`src/rtl/cpu_reset_pkg.sv`:
```
package cpu_reset_pkg;

  typedef enum logic [2:0] {
    SQ_IDLE = 3'd0,
    SQ_HELD = 3'd1,
    SQ_REQ  = 3'd2,
    SQ_WAIT = 3'd3,
    SQ_RUN  = 3'd4
  } seq_state_t;

  localparam int          GEAR_W     = 3;
  localparam logic [2:0]  GEAR_DIV16 = 3'd4;

endpackage

```
`src/rtl/rst_qualify.sv`:
```
module rst_qualify #(
  parameter int QUAL_CLKS = 20
) (
  input  logic clk,
  input  logic arst_n,
  input  logic ext_reset_n,
  output logic accept_next_o,
  output logic cpu_reset_o
);
  localparam int CNT_W = $clog2(QUAL_CLKS + 1);
  localparam logic [CNT_W-1:0] CNT_MAX = CNT_W'(QUAL_CLKS);
  localparam logic [CNT_W-1:0] CNT_PRE = CNT_W'(QUAL_CLKS - 1);

  logic [CNT_W-1:0] cnt_q, cnt_d;
  logic             sat;

  assign sat = (cnt_q == CNT_MAX);

  always_comb begin
    cnt_d = cnt_q;
    if (ext_reset_n)  cnt_d = '0;
    else if (!sat)    cnt_d = cnt_q + 1'b1;
  end

  always_ff @(posedge clk or negedge arst_n) begin
    if (!arst_n) cnt_q <= '0;
    else         cnt_q <= cnt_d;
  end

  assign accept_next_o = !ext_reset_n && (cnt_q >= CNT_PRE);
  assign cpu_reset_o   = sat && !ext_reset_n;

  // saturation is reached only from the threshold-minus-one count while low
  a_r1_accept_count: assert property (@(posedge clk) disable iff (!arst_n)
    $rose(sat) |-> ($past(cnt_q) == CNT_PRE) && !$past(ext_reset_n));

  // a high sample clears the low-cycle count
  a_r2_count_clear: assert property (@(posedge clk) disable iff (!arst_n)
    ext_reset_n |=> (cnt_q == '0));

endmodule

```
`src/rtl/vec_fetch.sv`:
```
module vec_fetch
  import cpu_reset_pkg::*;
#(
  parameter int          ADDR_W    = 24,
  parameter int          VEC_BYTES = 3,
  parameter logic [23:0] VEC_BASE  = 24'hFFFF00
) (
  input  logic                   clk,
  input  logic                   arst_n,
  input  logic                   ext_reset_n,
  input  logic                   accept_next_i,
  input  logic                   mem_valid_i,
  input  logic [7:0]             mem_data_i,
  output logic                   mem_req_o,
  output logic [ADDR_W-1:0]      mem_addr_o,
  output logic [8*VEC_BYTES-1:0] pc_o,
  output seq_state_t             state_o
);
  localparam int IDX_W = (VEC_BYTES > 1) ? $clog2(VEC_BYTES) : 1;
  localparam logic [IDX_W-1:0] IDX_LAST = IDX_W'(VEC_BYTES - 1);

  seq_state_t       st_q, st_d;
  logic [IDX_W-1:0] idx_q, idx_d;
  logic             take;

  assign take = (st_q == SQ_WAIT) && ext_reset_n && mem_valid_i;

  always_comb begin
    st_d  = st_q;
    idx_d = idx_q;
    if (accept_next_i) begin
      st_d  = SQ_HELD;
      idx_d = '0;
    end else begin
      unique case (st_q)
        SQ_HELD: if (ext_reset_n) begin
          st_d  = SQ_REQ;
          idx_d = '0;
        end
        SQ_REQ:  st_d = ext_reset_n ? SQ_WAIT : SQ_IDLE;
        SQ_WAIT: begin
          if (!ext_reset_n) st_d = SQ_IDLE;
          else if (mem_valid_i) begin
            if (idx_q == IDX_LAST) st_d = SQ_RUN;
            else begin
              st_d  = SQ_REQ;
              idx_d = idx_q + 1'b1;
            end
          end
        end
        default: st_d = st_q;
      endcase
    end
  end

  always_ff @(posedge clk or negedge arst_n) begin
    if (!arst_n) begin
      st_q  <= SQ_IDLE;
      idx_q <= '0;
    end else begin
      st_q  <= st_d;
      idx_q <= idx_d;
    end
  end

  for (genvar g = 0; g < VEC_BYTES; g++) begin : g_lane
    always_ff @(posedge clk or negedge arst_n) begin
      if (!arst_n)                            pc_o[g*8 +: 8] <= '0;
      else if (take && idx_q == IDX_W'(g))    pc_o[g*8 +: 8] <= mem_data_i;
    end
  end

  assign mem_req_o  = (st_q == SQ_REQ);
  assign mem_addr_o = ADDR_W'(VEC_BASE) + ADDR_W'(idx_q);
  assign state_o    = st_q;

  // every request is a single-cycle pulse
  a_r8_req_pulse: assert property (@(posedge clk) disable iff (!arst_n)
    mem_req_o |=> !mem_req_o);

  // requests stay inside the vector window
  a_r8_addr_window: assert property (@(posedge clk) disable iff (!arst_n)
    mem_req_o |-> (mem_addr_o >= ADDR_W'(VEC_BASE)) &&
                  (mem_addr_o <  ADDR_W'(VEC_BASE) + ADDR_W'(VEC_BYTES)));

  // release moves straight to the first request
  a_r3_release_fetch: assert property (@(posedge clk) disable iff (!arst_n)
    (st_q == SQ_HELD) && ext_reset_n |=> (st_q == SQ_REQ));

  // a low level mid-read that is not yet qualified parks the sequencer
  a_r11_abort: assert property (@(posedge clk) disable iff (!arst_n)
    ((st_q == SQ_REQ) || (st_q == SQ_WAIT)) && !ext_reset_n && !accept_next_i
      |=> (st_q == SQ_IDLE));

endmodule

```
`src/rtl/arch_force.sv`:
```
module arch_force
  import cpu_reset_pkg::*;
#(
  parameter int SP_W    = 32,
  parameter int IMASK_W = 3,
  parameter int BANK_W  = 2
) (
  input  logic               force_i,
  input  logic [SP_W-1:0]    sp_i,
  input  logic [IMASK_W-1:0] imask_i,
  input  logic [BANK_W-1:0]  bank_i,
  input  logic [GEAR_W-1:0]  gear_i,
  input  logic               pll_en_i,
  output logic [SP_W-1:0]    sp_o,
  output logic [IMASK_W-1:0] imask_o,
  output logic [BANK_W-1:0]  bank_o,
  output logic [GEAR_W-1:0]  gear_o,
  output logic               pll_en_o
);
  always_comb begin
    if (force_i) begin
      sp_o     = '0;
      imask_o  = '1;
      bank_o   = '0;
      gear_o   = GEAR_DIV16;
      pll_en_o = 1'b0;
    end else begin
      sp_o     = sp_i;
      imask_o  = imask_i;
      bank_o   = bank_i;
      gear_o   = gear_i;
      pll_en_o = pll_en_i;
    end
  end
endmodule

```
`src/rtl/cpu_reset_seq.sv`:
```
module cpu_reset_seq
  import cpu_reset_pkg::*;
#(
  parameter int          QUAL_CLKS = 20,
  parameter int          SP_W      = 32,
  parameter int          IMASK_W   = 3,
  parameter int          BANK_W    = 2,
  parameter int          ADDR_W    = 24,
  parameter int          VEC_BYTES = 3,
  parameter logic [23:0] VEC_BASE  = 24'hFFFF00
) (
  input  logic                   clk,
  input  logic                   arst_n,
  input  logic                   ext_reset_n,
  input  logic [SP_W-1:0]        sp_i,
  input  logic [IMASK_W-1:0]     imask_i,
  input  logic [BANK_W-1:0]      bank_i,
  input  logic [GEAR_W-1:0]      gear_i,
  input  logic                   pll_en_i,
  input  logic                   mem_valid_i,
  input  logic [7:0]             mem_data_i,
  output logic                   cpu_reset_o,
  output logic [SP_W-1:0]        sp_o,
  output logic [IMASK_W-1:0]     imask_o,
  output logic [BANK_W-1:0]      bank_o,
  output logic [GEAR_W-1:0]      gear_o,
  output logic                   pll_en_o,
  output logic                   mem_req_o,
  output logic [ADDR_W-1:0]      mem_addr_o,
  output logic [8*VEC_BYTES-1:0] pc_o,
  output logic                   cpu_run_o
);
  logic       accept_next;
  seq_state_t seq_st;

  rst_qualify #(.QUAL_CLKS(QUAL_CLKS)) u_qual (
    .clk          (clk),
    .arst_n       (arst_n),
    .ext_reset_n  (ext_reset_n),
    .accept_next_o(accept_next),
    .cpu_reset_o  (cpu_reset_o)
  );

  vec_fetch #(
    .ADDR_W   (ADDR_W),
    .VEC_BYTES(VEC_BYTES),
    .VEC_BASE (VEC_BASE)
  ) u_fetch (
    .clk          (clk),
    .arst_n       (arst_n),
    .ext_reset_n  (ext_reset_n),
    .accept_next_i(accept_next),
    .mem_valid_i  (mem_valid_i),
    .mem_data_i   (mem_data_i),
    .mem_req_o    (mem_req_o),
    .mem_addr_o   (mem_addr_o),
    .pc_o         (pc_o),
    .state_o      (seq_st)
  );

  arch_force #(
    .SP_W   (SP_W),
    .IMASK_W(IMASK_W),
    .BANK_W (BANK_W)
  ) u_force (
    .force_i (cpu_reset_o),
    .sp_i    (sp_i),
    .imask_i (imask_i),
    .bank_i  (bank_i),
    .gear_i  (gear_i),
    .pll_en_i(pll_en_i),
    .sp_o    (sp_o),
    .imask_o (imask_o),
    .bank_o  (bank_o),
    .gear_o  (gear_o),
    .pll_en_o(pll_en_o)
  );

  assign cpu_run_o = (seq_st == SQ_RUN);

  // the core never runs while the qualified reset is held
  a_r10_run_vs_reset: assert property (@(posedge clk) disable iff (!arst_n)
    cpu_run_o |-> !cpu_reset_o);

  // run rises only out of the final byte wait
  a_r10_run_entry: assert property (@(posedge clk) disable iff (!arst_n)
    $rose(cpu_run_o) |-> $past(seq_st) == SQ_WAIT && $past(mem_valid_i));

  // stack pointer, mask and bank carry their reset values
  a_r5_forced_regs: assert property (@(posedge clk) disable iff (!arst_n)
    cpu_reset_o |-> (sp_o == '0) && (&imask_o) && (bank_o == '0));

  // slowest gear and multiplier bypassed during reset
  a_r6_clock_safe: assert property (@(posedge clk) disable iff (!arst_n)
    cpu_reset_o |-> (gear_o == GEAR_DIV16) && !pll_en_o);

  // no request without a preceding held reset
  a_r12_req_origin: assert property (@(posedge clk) disable iff (!arst_n)
    $rose(mem_req_o) |-> $past(seq_st) inside {SQ_HELD, SQ_WAIT});

endmodule

```
`config.mk`:
```
export PLATFORM = sky130hd
export DESIGN_NAME = cpu_reset_seq
export DESIGN_NICKNAME = d
export VERILOG_FILES = /design/src/rtl/cpu_reset_pkg.sv /design/src/rtl/rst_qualify.sv /design/src/rtl/vec_fetch.sv /design/src/rtl/arch_force.sv /design/src/rtl/cpu_reset_seq.sv
export SDC_FILE = /design/constraint.sdc
export NUM_CORES = 1
export LEC_CHECK = 0
export ABC_CLOCK_PERIOD_IN_PS = 3400
export BUFFER_PORTS_ARGS = -buffer_cell sky130_fd_sc_hd__clkbuf_2
export CAP_MARGIN = 20
export CORE_UTILIZATION = 35
export CTS_CLUSTER_SIZE = 30
export DETAILED_ROUTE_END_ITERATION = 8
export PLACE_DENSITY = 0.75
export SLEW_MARGIN = 30
export SYNTH_ARGS = -nofsm -noshare
export SYNTH_HDL_FRONTEND = slang
export SYNTH_SLANG_ARGS = --single-unit
```
`constraint.sdc`:
```
create_clock -name clk -period 3.4 [get_ports clk]
set_input_delay 0.34 -clock clk [delete_from_list [all_inputs] [get_ports clk]]
set_output_delay 0.34 -clock clk [all_outputs]
set_load 0.02 [all_outputs]
```
; Yosys cells after proc, flatten, opt, wreduce, memory -nomap -nowiden
; Index checks and enable logic that the tools add are counted.
[word_totals]
memories = 0
romBits = 0
reg_bits = 34
latch_bits = 0
ramBits = 0
output_inout_bits = 92
in_bits = 53
[classes]
muxes = 20
div_mod_pow = 0
n_bitwise = 0
magnitude_cmp = 1
eq_ne = 13
n_shift = 0
reduce_logical = 13
mul = 0
n_addsub = 3
[op_table]
columns = op, count
row1 = two-way mux 32 bit, 1
row2 = two-way mux 3 bit, 7
row3 = two-way mux 2 bit, 7
row4 = "!= test 3 bit, second input constant", 4
row5 = "adder 9 x 3 -> 10 bit, first input constant", 1
row6 = two-way mux 5 bit, 2
row7 = case mux 3 bit (3 select lines), 1
row8 = logical AND 1 bit, 7
row9 = "equality test 3 x 2 -> 1 bit, second input constant", 2
row10 = "adder 5 x 1 -> 5 bit, second input constant", 1
row11 = "equality test 5 bit, second input constant", 1
row12 = "greater-or-equal comparator 5 bit, second input constant", 1
row13 = AND reduction 5 bit, 1
row14 = "!= test 4 bit, second input constant", 1
row15 = case mux 2 bit (2 select lines), 1
row16 = nonzero test 4 bit, 1
row17 = "equality test 3 x 1 -> 1 bit, second input constant", 1
row18 = "equality test 3 bit, second input constant", 1
row19 = AND reduction 3 bit, 1
row20 = nonzero test 3 bit, 1
row21 = "adder 2 x 1 -> 2 bit, second input constant", 1
row22 = "equality test 2 x 1 -> 1 bit, second input constant", 1
row23 = "equality test 2 bit, second input constant", 1
row24 = logical NOT 2 bit, 1
row25 = other kinds (3), 3

; Logic depth before layout (Yosys ltp)
[depth]
word_depth = 6
ltp_mapped = 6
ltp_nobuf = 6

; Cells and area by module
; Synthesis repeated with hierarchy kept, for this count alone.
[hier_totals]
hier_cells = 186
hier_area_um2 = 2004.4
[by_module_without_submodules]
columns = mod, seq_area_each_um2, cells_per_inst, n_inst, area_each_um2
row1 = vec_fetch, 725.7, 113, 1, 1417.6
row2 = rst_qualify, 125.1, 27, 1, 291.5
row3 = arch_force, 0.0, 45, 1, 282.8
row4 = cpu_reset_seq, 0.0, 1, 1, 12.5

; Worst setup path before layout
; No wires, ideal clock.
[synth_path]
path_type = register to output
from = reg u_qual.cnt_q[0]
to = out gear_o[2]
stages_incl_launch_ff = 7
arrival_time_ps = 1346
setup_slack_ps = 1714
path_cell_list = dfrtp_1 -> inv_1 -> ha_1 -> nand2_1 -> nor3_2 -> buf_2 -> or2_2
[synth_via]
elab_chain_cells = 3
[synth_lines]
columns = item, line_no
row1 = "start, declared", rst_qualify.sv:14  ; logic [CNT_W-1:0] cnt_q, cnt_d;
row2 = "start signal, assigned", rst_qualify.sv:27  ; else cnt_q <= cnt_d;
row3 = equality test 5 bit, rst_qualify.sv:17  ; assign sat = (cnt_q == CNT_MAX);
row4 = logical AND 1 bit, rst_qualify.sv:31  ; assign cpu_reset_o = sat && !ext_reset_n;
row5 = net cpu_reset_o, cpu_reset_seq.sv:22  ; output logic cpu_reset_o,
row6 = two-way mux 3 bit, arch_force.sv:21  ; if (force_i) begin
row7 = "end, declared", cpu_reset_seq.sv:26  ; output logic [GEAR_W-1:0] gear_o,
; The timed path passes the listed nets, and every way through them passes these cells.

; Worst setup path in the final report
[layout_path]
from = reg u_qual.cnt_q[0]
to = out imask_o[0]
[layout_via]
elab_chain_cells = 3
[layout_lines]
columns = item, line_no
row1 = equality test 5 bit, rst_qualify.sv:17
row2 = logical AND 1 bit, rst_qualify.sv:31
row3 = two-way mux 3 bit, arch_force.sv:21
row4 = "end, declared", cpu_reset_seq.sv:24  ; output logic [IMASK_W-1:0] imask_o,
; Every way passes these cells.

==> metrics.md <==
| Metric | Value |
|---|---|
| Crit end category | `primary output` |
| Diodes inserted | `0` |
| Die footprint | `5960 µm²` |
| Fin Clk Skew | `0.00568 ns` |
| Worst min-delay path category | `in -> async` |
| Post-synth EDFFs | `0` |
| Die X | `77.2 µm` |
| Avg Inst Size Synth | `10.5 µm²` |
| Number of global-route vias before repair | `1572` |
| Ys flop type | `dfrtp_1` |
| Netlist Area Pre-Place | `1980 µm²` |
| Placeable Area | `5470 µm²` |
| Final ANT Viol Nets | `0` |
| Multi-input gate area | `982 µm²` |
| Least-Margin Pin Slew | `0.753 ns` |
| Synthesized netlist cell count | `188` |
| Synth area leader | `dfrtp_1` |
| Final setup viols | `0` |
| Flop and latch count out of synthesis | `34` |
| Commonest non-fill, non-tap cell in the layout | `clkbuf_2` |
| GRT Total Usage | `0.161` |
| DR iter-0 viols | `31` |
| Status | `completed` |
| Pin count of the biggest net entering global routing | `43` |
| Synth top area share | `0.430` |
| Period utilisation layout | `0.645` |
| Most frequent cells in the layout | `121 x clkbuf_2, 37 x nor2b_1, 34 x dfrtp_1` |
| Setup Buffers After CTS | `0` |
| Drt pass-1 iters | `4` |
| HPWL Detailed | `3710 µm` |
| Port bufs | `122` |
| Critical path required time | `3.06 ns` |
| Min Hold Slack | `0.126 ns` |
| Initial Util | `0.361` |
| Largest stage delay, worst path | `0.43 ns` |
| Die Ht | `77.2 µm` |
| Final Hold Violating Endpoints | `0` |
| Final #Nets | `368` |
| First-pass GRT wire length | `7580 µm` |
| Total Routed Length | `4740 µm` |
| Fin worst setup slack | `1.21 ns` |
| CTS tree | `done` |
| Clk pin slew, worst setup/hold paths | `0.07 ns` |
| CTS H-tree depth | `2` |
| Cts bufs inserted | `5` |
| Register Area | `851 µm²` |
| RD Place Congestion | `0.781` |
| Avg WL per Cell | `12.4 µm` |
| Fillcell total | `512` |
| Worst vdd ir | `279 µV` |
| DRC | `0` |
| Top post-synthesis cells by area | `dfrtp_1 43%, mux2_2 13%, nor2b_1 12%, buf_4 8.7%, ha_1 3.2%` |
| Row Count | `27` |
| Max-slew violations | `0` |
| Cts repair resizes | `0` |
| DR vias | `1708` |
| Max FO, Critical Path | `42` |
| CTS hold repair buffers | `0` |
| Syn-to-layout area delta | `34.2%` |
| Final core occ | `0.485` |
| I/O Pins | `145` |
| DP Worst Slack | `1.46 ns` |
| Total gr overflow | `0` |
| Share of cells above drive strength 1 | `0.534` |
| Crit-path slowest cell | `dfrtp_1` |
| Startpoint types | `flip-flop` |
| Asr flop ratio synth | `1.00` |
| CTS max path bufs | `2` |
| Yosys warns | `0` |
| Crit-path cells | `inv_1, ha_1, nand2_1, nor3_4, buf_4, or2_2, clkbuf_2` |
| Unrepaired setup endpoints after global routing | `no` |
| Kind of critical path | `reg -> out` |
| Static leakage | `1.51 nW` |
| WP data arrival | `1.85 ns` |
| Insertion delay to the later sink of the worst-skew pair | `0.28 ns` |
| CTS Sinks | `34` |
| Synth unique cells | `34` |
| Clk Tree Root Cell | `clkbuf_8` |
| Setup TNS | `0 ns` |
| Max_slew headroom | `0.498` |
| MaxCap Viol Count | `0` |
| Power density over the cells | `390 nW/µm²` |
| Min Tclk post-route | `2.19 ns` |
| Tot Pwr | `0.00104 W` |
| Initial antenna violation count | `0` |
| Post-DR vias/cell | `4.46` |
| Max Fclk | `456 MHz` |
| R2r worst-path depth | `5` |
| Post-synthesis sequential area ratio | `0.430` |
worst max-delay path: cells and delay by family (launching register included):
kind                     cells  cell delay, ns
flip-flops                   1            0.43
adder cells (fa/ha/maj)      1            0.17
AND/OR/NAND/NOR              3            0.38
buffers and inverters        3            0.60
final timing paths:
path,slack [ns],start,end
max,1.21,u_qual.cnt_q[0],imask_o[0]
min,0.13,arst_n,u_fetch.pc_o[13]
max reg2reg,1.68,u_fetch.idx_q[0],u_fetch.pc_o[22]
min reg2reg,0.50,u_fetch.pc_o[13],u_fetch.pc_o[13]
max in group asynchronous,2.80,arst_n,u_fetch.pc_o[17]
min in group clk,0.31,mem_data_i[5],u_fetch.pc_o[13]
registers in the layout, indices dropped and copies added, names as in the netlist:
| register | flops |
|---|---|
| u_fetch.idx_q | 2 |
| u_fetch.pc_o | 24 |
| u_fetch.state_o | 3 |
| u_qual.cnt_q | 5 |
power by group:
group | leakage [nW] | switching, W | internal [W]
Combinational | 0.995 | 0.000160 | 0.000101
Clock | 0.0482 | 0.000144 | 0.000163
Sequential | 0.466 | 0.0000327 | 0.000435
layer usage:
layer	track usage	vias up	wire length [µm]
met5	0	-	0
met4	0.0340	0	37
met3	0.0690	5	523
met2	0.282	94	2340
met1	0.179	796	1840
li1	-	813	-
cells in the mapped netlist (2+ instances only):
library cell	count
buf_2	4
a21oi_1	5
mux2_2	23
ha_1	5
xnor2_1	2
nand2b_1	3
nand3_1	4
nor3_1	2
buf_4	23
nor2_1	10
nand2_1	4
nor2b_1	37
conb_1	2
nand2_2	3
or2_2	4
dfrtp_1	34
inv_1	6
per-stage QoR:
| stage | area, µm² | std cells |
|---|---|---|
| 3_3_place_gp | 2560 | 375 |
| 3_5_place_dp | 2560 | 375 |
| 6_report | 2660 | 383 |
| 2_1_floorplan | 2050 | 208 |
| 4_1_cts | 2660 | 383 |
| 5_1_grt | 2660 | 383 |
layout make-up:
| cell class | count | share of cell area |
|---|---|---|
| Timing Repair Buffer | 123 | 0.233 |
| Clock inverter | 1 | 0.00189 |
| Clock buffer | 7 | 0.0325 |
| Multi-Input combinational cell | 140 | 0.370 |
| Inverter | 6 | 0.00848 |
| Sequential cell | 34 | 0.320 |
| Tap cell | 72 | 0.0339 |
cells by family (layout without fill, tap and decap cells):
logic type               Yosys count  in the layout  share of synthesized area
other                              2             22                    0.00380
AND/OR/NAND/NOR                   74             74                      0.225
buffers and inverters             34            137                      0.114
adder cells (fa/ha/maj)            5              5                     0.0316
AO/OA/AOI/OAI                     11             11                     0.0398
XOR/XNOR                           3              3                     0.0133
multiplexers                      25             25                      0.142
flip-flops                        34             34                      0.430
(Power assumes the default switching activity.)
